### config.mk
export PLATFORM = sky130hd
export DESIGN_NAME = pbal_codec
export DESIGN_NICKNAME = d
export VERILOG_FILES = /design/src/rtl/pbal_pkg.sv /design/src/rtl/pbal_crd.sv /design/src/rtl/pbal_group.sv /design/src/rtl/pbal_enc.sv /design/src/rtl/pbal_dec.sv /design/src/rtl/pbal_codec.sv
export SDC_FILE = /design/constraint.sdc
export NUM_CORES = 1
export LEC_CHECK = 0
export ABC_AREA = 0
export ABC_CLOCK_PERIOD_IN_PS = 3000
export BUFFER_PORTS_ARGS = -buffer_cell sky130_fd_sc_hd__buf_4
export CAP_MARGIN = 20
export CORE_MARGIN = 2
export CORE_UTILIZATION = 53
export DETAILED_ROUTE_END_ITERATION = 7
export PLACE_DENSITY_LB_ADDON = 0.05
export SLEW_MARGIN = 5
export SYNTH_ARGS = -nofsm -noshare
export SYNTH_HDL_FRONTEND = slang
export SYNTH_SLANG_ARGS = --single-unit
### constraint.sdc
create_clock -name clk -period 3 [get_ports clk]
set_clock_uncertainty 0.1 [all_clocks]
set_input_delay 0.15 -clock clk [delete_from_list [all_inputs] [get_ports clk]]
set_output_delay 0.15 -clock clk [all_outputs]
set_load 0.01 [all_outputs]
### src/rtl/pbal_pkg.sv
package pbal_pkg;

    typedef enum logic [1:0] {
        PH_OPEN,
        PH_FILL,
        PH_SEND,
        PH_MARK
    } pbal_phase_e;

    typedef struct packed {
        logic invert;
        logic marked;
    } grp_ctl_t;

    function automatic logic past_limit(int level, int thresh);
        return (level >= thresh) || (level <= -thresh);
    endfunction

    function automatic logic wants_invert(logic g_nz, logic g_pos, int level);
        return g_nz && (g_pos == (level > 0));
    endfunction

endpackage

### src/rtl/pbal_crd.sv
module pbal_crd #(
    parameter int T = 2,
    parameter int S = 2
) (
    input  logic clk,
    input  logic rst,
    input  logic step,
    input  logic bit_in,
    output int   level
);
    localparam int CW = $clog2(T + S / 2 + 2) + 2;
    localparam logic signed [CW-1:0] UP = 1;
    localparam logic signed [CW-1:0] DN = -1;

    logic signed [CW-1:0] crd_q;

    always_ff @(posedge clk) begin
        if (rst) begin
            crd_q <= '0;
        end else if (step) begin
            crd_q <= crd_q + (bit_in ? UP : DN);
        end
    end

    assign level = int'(crd_q);
endmodule

### src/rtl/pbal_group.sv
module pbal_group #(
    parameter int S = 2
) (
    input  logic clk,
    input  logic rst,
    input  logic push,
    input  logic pop,
    input  logic bit_in,
    output logic head,
    output logic last,
    output logic g_nz,
    output logic g_pos
);
    localparam int CNTW = $clog2(S);
    localparam int GW   = $clog2(S + 1) + 1;
    localparam logic signed [GW-1:0] UP = 1;
    localparam logic signed [GW-1:0] DN = -1;

    logic [S-1:0]           store_q;
    logic [CNTW-1:0]        idx_q;
    logic signed [GW-1:0]   gsum_q;
    logic signed [GW-1:0]   gsum_nx;

    assign last = (idx_q == CNTW'(S - 1));
    assign head = store_q[idx_q];

    always_comb begin
        if (idx_q == '0) begin
            gsum_nx = bit_in ? UP : DN;
        end else begin
            gsum_nx = gsum_q + (bit_in ? UP : DN);
        end
        g_nz  = (gsum_nx != '0);
        g_pos = g_nz && !gsum_nx[GW-1];
    end

    always_ff @(posedge clk) begin
        if (rst) begin
            store_q <= '0;
            idx_q   <= '0;
            gsum_q  <= '0;
        end else if (push) begin
            store_q[idx_q] <= bit_in;
            gsum_q         <= gsum_nx;
            idx_q          <= last ? '0 : idx_q + CNTW'(1);
        end else if (pop) begin
            idx_q <= last ? '0 : idx_q + CNTW'(1);
        end
    end
endmodule

### src/rtl/pbal_enc.sv
module pbal_enc
    import pbal_pkg::*;
#(
    parameter int T = 2,
    parameter int S = 2
) (
    input  logic clk,
    input  logic rst,
    input  logic in_valid,
    output logic in_ready,
    input  logic in_bit,
    output logic out_valid,
    input  logic out_ready,
    output logic out_bit
);
    pbal_phase_e ph_q;
    grp_ctl_t    ctl_q;
    int          level;
    logic        step, step_bit, push, pop;
    logic        head, last, g_nz, g_pos, at_lim;

    pbal_crd #(.T(T), .S(S)) u_crd (
        .clk(clk), .rst(rst), .step(step), .bit_in(step_bit), .level(level)
    );

    pbal_group #(.S(S)) u_grp (
        .clk(clk), .rst(rst), .push(push), .pop(pop), .bit_in(in_bit),
        .head(head), .last(last), .g_nz(g_nz), .g_pos(g_pos)
    );

    assign at_lim = past_limit(level, T);

    always_comb begin
        in_ready  = 1'b0;
        out_valid = 1'b0;
        out_bit   = 1'b0;
        push      = 1'b0;
        pop       = 1'b0;
        step      = 1'b0;
        step_bit  = 1'b0;
        case (ph_q)
            PH_OPEN: begin
                if (!at_lim) begin
                    in_ready  = out_ready;
                    out_valid = in_valid;
                    out_bit   = in_bit;
                    step      = in_valid && out_ready;
                    step_bit  = in_bit;
                end else begin
                    in_ready = 1'b1;
                    push     = in_valid;
                end
            end
            PH_FILL: begin
                in_ready = 1'b1;
                push     = in_valid;
            end
            PH_SEND: begin
                out_valid = 1'b1;
                out_bit   = head ^ ctl_q.invert;
                pop       = out_ready;
                step      = out_ready;
                step_bit  = out_bit;
            end
            default: begin
                out_valid = 1'b1;
                out_bit   = ctl_q.invert;
                step      = out_ready;
                step_bit  = out_bit;
            end
        endcase
    end

    always_ff @(posedge clk) begin
        if (rst) begin
            ph_q  <= PH_OPEN;
            ctl_q <= '0;
        end else begin
            case (ph_q)
                PH_OPEN, PH_FILL: begin
                    if (push) begin
                        if (last) begin
                            ph_q         <= PH_SEND;
                            ctl_q.invert <= wants_invert(g_nz, g_pos, level);
                            ctl_q.marked <= g_nz;
                        end else begin
                            ph_q <= PH_FILL;
                        end
                    end
                end
                PH_SEND: begin
                    if (out_ready && last) begin
                        ph_q <= ctl_q.marked ? PH_MARK : PH_OPEN;
                    end
                end
                default: begin
                    if (out_ready) begin
                        ph_q <= PH_OPEN;
                    end
                end
            endcase
        end
    end
endmodule

### src/rtl/pbal_dec.sv
module pbal_dec
    import pbal_pkg::*;
#(
    parameter int T = 2,
    parameter int S = 2
) (
    input  logic clk,
    input  logic rst,
    input  logic in_valid,
    output logic in_ready,
    input  logic in_bit,
    output logic out_valid,
    input  logic out_ready,
    output logic out_bit
);
    pbal_phase_e ph_q;
    grp_ctl_t    ctl_q;
    int          level;
    logic        step, push, pop;
    logic        head, last, g_nz, g_pos, at_lim;

    pbal_crd #(.T(T), .S(S)) u_crd (
        .clk(clk), .rst(rst), .step(step), .bit_in(in_bit), .level(level)
    );

    pbal_group #(.S(S)) u_grp (
        .clk(clk), .rst(rst), .push(push), .pop(pop), .bit_in(in_bit),
        .head(head), .last(last), .g_nz(g_nz), .g_pos(g_pos)
    );

    assign at_lim = past_limit(level, T);

    always_comb begin
        in_ready  = 1'b0;
        out_valid = 1'b0;
        out_bit   = 1'b0;
        push      = 1'b0;
        pop       = 1'b0;
        step      = 1'b0;
        case (ph_q)
            PH_OPEN: begin
                if (!at_lim) begin
                    in_ready  = out_ready;
                    out_valid = in_valid;
                    out_bit   = in_bit;
                    step      = in_valid && out_ready;
                end else begin
                    in_ready = 1'b1;
                    push     = in_valid;
                    step     = in_valid;
                end
            end
            PH_FILL: begin
                in_ready = 1'b1;
                push     = in_valid;
                step     = in_valid;
            end
            PH_MARK: begin
                in_ready = 1'b1;
                step     = in_valid;
            end
            default: begin
                out_valid = 1'b1;
                out_bit   = head ^ ctl_q.invert;
                pop       = out_ready;
            end
        endcase
    end

    always_ff @(posedge clk) begin
        if (rst) begin
            ph_q  <= PH_OPEN;
            ctl_q <= '0;
        end else begin
            case (ph_q)
                PH_OPEN, PH_FILL: begin
                    if (push) begin
                        if (!last) begin
                            ph_q <= PH_FILL;
                        end else if (g_nz) begin
                            ph_q         <= PH_MARK;
                            ctl_q.marked <= 1'b1;
                        end else begin
                            ph_q         <= PH_SEND;
                            ctl_q.invert <= 1'b0;
                            ctl_q.marked <= 1'b0;
                        end
                    end
                end
                PH_MARK: begin
                    if (in_valid) begin
                        ctl_q.invert <= in_bit;
                        ph_q         <= PH_SEND;
                    end
                end
                default: begin
                    if (out_ready && last) begin
                        ph_q <= PH_OPEN;
                    end
                end
            endcase
        end
    end
endmodule

### src/rtl/pbal_codec.sv
module pbal_codec #(
    parameter int T = 2,
    parameter int S = 2
) (
    input  logic clk,
    input  logic rst,
    input  logic src_valid,
    output logic src_ready,
    input  logic src_bit,
    output logic line_tx_valid,
    input  logic line_tx_ready,
    output logic line_tx_bit,
    input  logic line_rx_valid,
    output logic line_rx_ready,
    input  logic line_rx_bit,
    output logic snk_valid,
    input  logic snk_ready,
    output logic snk_bit
);
    pbal_enc #(.T(T), .S(S)) u_enc (
        .clk(clk), .rst(rst),
        .in_valid(src_valid), .in_ready(src_ready), .in_bit(src_bit),
        .out_valid(line_tx_valid), .out_ready(line_tx_ready), .out_bit(line_tx_bit)
    );

    pbal_dec #(.T(T), .S(S)) u_dec (
        .clk(clk), .rst(rst),
        .in_valid(line_rx_valid), .in_ready(line_rx_ready), .in_bit(line_rx_bit),
        .out_valid(snk_valid), .out_ready(snk_ready), .out_bit(snk_bit)
    );
endmodule

==> results.json <==
{
  "post_cts_buffers": 0,
  "finalPower_w": 0.00202,
  "drive_above_1_share_pct": 16.7,
  "grt_usage_pct": 19.8,
  "rsz0062_at_grt": "no",
  "crit_chain": "nor4_4 > o2bb2ai_4 > nand3_1 > o21ai_2 > inv_2 > fa_1 > a21o_1 > a21oi_2 > o2111ai_1 > o21ai_1 > mux2_2",
  "yosysSeqAreaShare_pct": 32.0,
  "synth_area_leaders": "dfxtp_1 (32%), mux2i_1 (7.2%), nor2_1 (6.6%)",
  "die_x_microns": 62.5,
  "worst-path-buf-inv": 1,
  "design_area_sq_mm": 0.00202,
  "ys_seq_elements": 29,
  "io_buffer_count": 13,
  "die_h_microns": 62.5,
  "clk-insertion-delay-late_ns": 0.32,
  "p_leak_nw": 0.845,
  "powerDensity_mw_per_mm2": 999,
  "period_share_pct": 94.4,
  "synthCells": 204,
  "cap_violations": 0,
  "synthArstFlopShare_pct": 0,
  "synth_cell_types": 48,
  "vias_per_cell": 5.57,
  "setup_viol": 0,
  "fmax_mhz": 353,
  "synthMuxAreaShare_pct": 8.43,
  "area_delta_synth_final_pct": 11.6,
  "r2r_slack_ns": 0.17,
  "hold_path.class": "primary input to register",
  "worst_hold_slack_ns": 0.0476,
  "grt_start_max_net_pins": 31,
  "synth_nets": 222,
  "clk_pin_slew_worst_paths_ns": 0.09,
  "syn_area_sq_mm": 0.00181,
  "place_area_sq_mm": 0.00192,
  "diodes": 0,
  "coreArea_sq_mm": 0.00331,
  "finalSetupTns_ns": 0,
  "antenna_found_initial": 0,
  "cts_tree": "yes",
  "antenna_left": 0,
  "first_pass_iters": 4,
  "cts_buffers": 5,
  "start_util_pct": 54.7,
  "placed_cells": 258,
  "cts_max_level": 2,
  "status": "completed",
  "yosys.area.top_type": "dfxtp_1",
  "peakVddDrop_uv": 495,
  "grt_pass1_vias": 1395,
  "yosys.area_share.simple_pct": 21.4,
  "worst_slew_pin_slew_ns": 0.609,
  "fin_cells": 267,
  "endpoint_kind": "register",
  "wl_per_cell_microns": 13.3,
  "period_needed_ns": 2.83,
  "synth.top_cell.area_share_pct": 32.0,
  "dp_hpwl_microns": 2540,
  "relSlewSlack_pct": 58.9,
  "routabilityCongestion": 0.838,
  "synth-xor-area-share_pct": 7.53,
  "cts_sinks": 29,
  "hold_viol_final": 0,
  "initialDrtViolationCount": 110,
  "dieArea_sq_mm": 0.00390,
  "rows": 21,
  "clockBufferDepth": 2,
  "critPathMaxStageDelay_ns": 0.46,
  "ys.flop_type": "dfxtp_1",
  "cp.arrival_ns": 2.95,
  "grt_pass1_wl_microns": 6160,
  "slew_viol_final": 0,
  "routed_wl_microns": 3550,
  "crit_family": "compound AO/OA/AOI/OAI gates",
  "syn_avg_cell_area_sq_um": 8.88,
  "path_max_fanout": 6,
  "drc": 0,
  "crit_type": "register to register",
  "num_vias": 1487,
  "final_net_count": 238,
  "yosys_warnings": 0,
  "io_pins": 14,
  "synthAdderAreaFrac_pct": 8.56,
  "grt_overflow_total": 0,
  "synth_top_family_by_area": "simple AND/OR/NAND/NOR gates",
  "slowest_stage": "fa_1",
  "synth-compound-area-share_pct": 17.1,
  "crit_required_ns": 3.12,
  "cts-root-buf": "clkbuf_4",
  "final_cell_mix": "nor2_1 (32), dfxtp_1 (27), nand2_1 (16)",
  "layout_commonest_cell": "nor2_1",
  "synth_edf_count": 0,
  "cp-start-kind": "register"
}
## registers in the layout (all words and copies together), names as in the netlist
register	cells
u_dec.ctl_q	1
u_dec.ph_q	2
u_dec.u_crd.crd_q	5
u_dec.u_grp.gsum_q	3
u_dec.u_grp.last	1
u_dec.u_grp.store_q	2
u_enc.ctl_q	2
u_enc.ph_q	2
u_enc.u_crd.crd_q	5
u_enc.u_grp.gsum_q	3
u_enc.u_grp.last	1
u_enc.u_grp.store_q	2
## worst min-delay path: stages
cell	delay (ns)
buf_4	0.13
nand4_1	0.08
a21oi_1	0.06
## logic make-up after synthesis
kind of cell	after synthesis
flops	29
fa+ha+maj	10
buf+inv	15
mux	15
compound gates	46
simple gates	75
xor+xnor	14
## Yosys cell counts, drive strengths merged, types with 3 or more instances
| library cell | count |
|---|---|
| nor2 | 32 |
| dfxtp | 29 |
| nand2 | 16 |
| a21oi | 14 |
| mux2i | 13 |
| o21ai | 10 |
| inv | 8 |
| xor2 | 7 |
| ha | 6 |
| xnor2 | 6 |
| a211oi | 5 |
| a21o | 4 |
| a31oi | 4 |
| clkbuf | 4 |
| fa | 4 |
| nand3 | 4 |
| nor4 | 4 |
| nor2b | 3 |
| or3 | 3 |
## final cells by class
cell class	count	area, sq um
multi-input cells	160	1160
flip-flops and latches	29	583
repair buffers	16	123
clock inverters	1	5.00
inverters	8	30.0
fillers	325	1290
clock buffers	7	65.1
well taps	46	57.6
## per-stage QoR
| step | utilization, % | worst slack [ns] |
|---|---|---|
| floorplan | - | 0.275 |
| global placement | 58.1 | 0.190 |
| detailed placement | 58.1 | 0.0744 |
| CTS | 60.5 | 0.0506 |
| global route | 61.1 | 0.0314 |
| finish | 61.1 | 0.167 |
## where the power goes
group	internal [W]	leakage [nW]	total, W	switching [W]
Sequential	0.000502	0.238	0.000648	0.000146
Clock	0.000136	0.0413	0.000271	0.000135
Combinational	0.000545	0.565	0.00110	0.000557
## worst paths after layout
kind / cells past startpoint / start / to
min: 3 / line_rx_valid / u_dec.ctl_q[1]$_SDFFE_PP0P_
min reg2reg: 2 / u_dec.ctl_q[1]$_SDFFE_PP0P_ / u_dec.ctl_q[1]$_SDFFE_PP0P_
max reg2reg: 11 / u_enc.u_crd.crd_q[1]$_SDFFE_PP0P_ / u_enc.u_crd.crd_q[4]$_SDFFE_PP0P_
max: 11 / u_enc.u_crd.crd_q[1]$_SDFFE_PP0P_ / u_enc.u_crd.crd_q[4]$_SDFFE_PP0P_
## routing by layer
| metal | vias to the layer above | part of all wire, % | track usage (%) |
|---|---|---|---|
| li1 | 753 | - | - |
| met1 | 700 | 44 | 22.6 |
| met2 | 26 | 49 | 33.9 |
| met3 | 8 | 4.6 | 5.23 |
| met4 | 0 | 2.3 | 10.6 |
| met5 | - | 0 | 0 |
## repair_timing
action                     CTS  global route
gates resized for setup      0             5
hold buffers                 1             0
setup endpoints to repair    0             1
hold endpoints to repair     1             0
(Power assumes the default switching activity.)
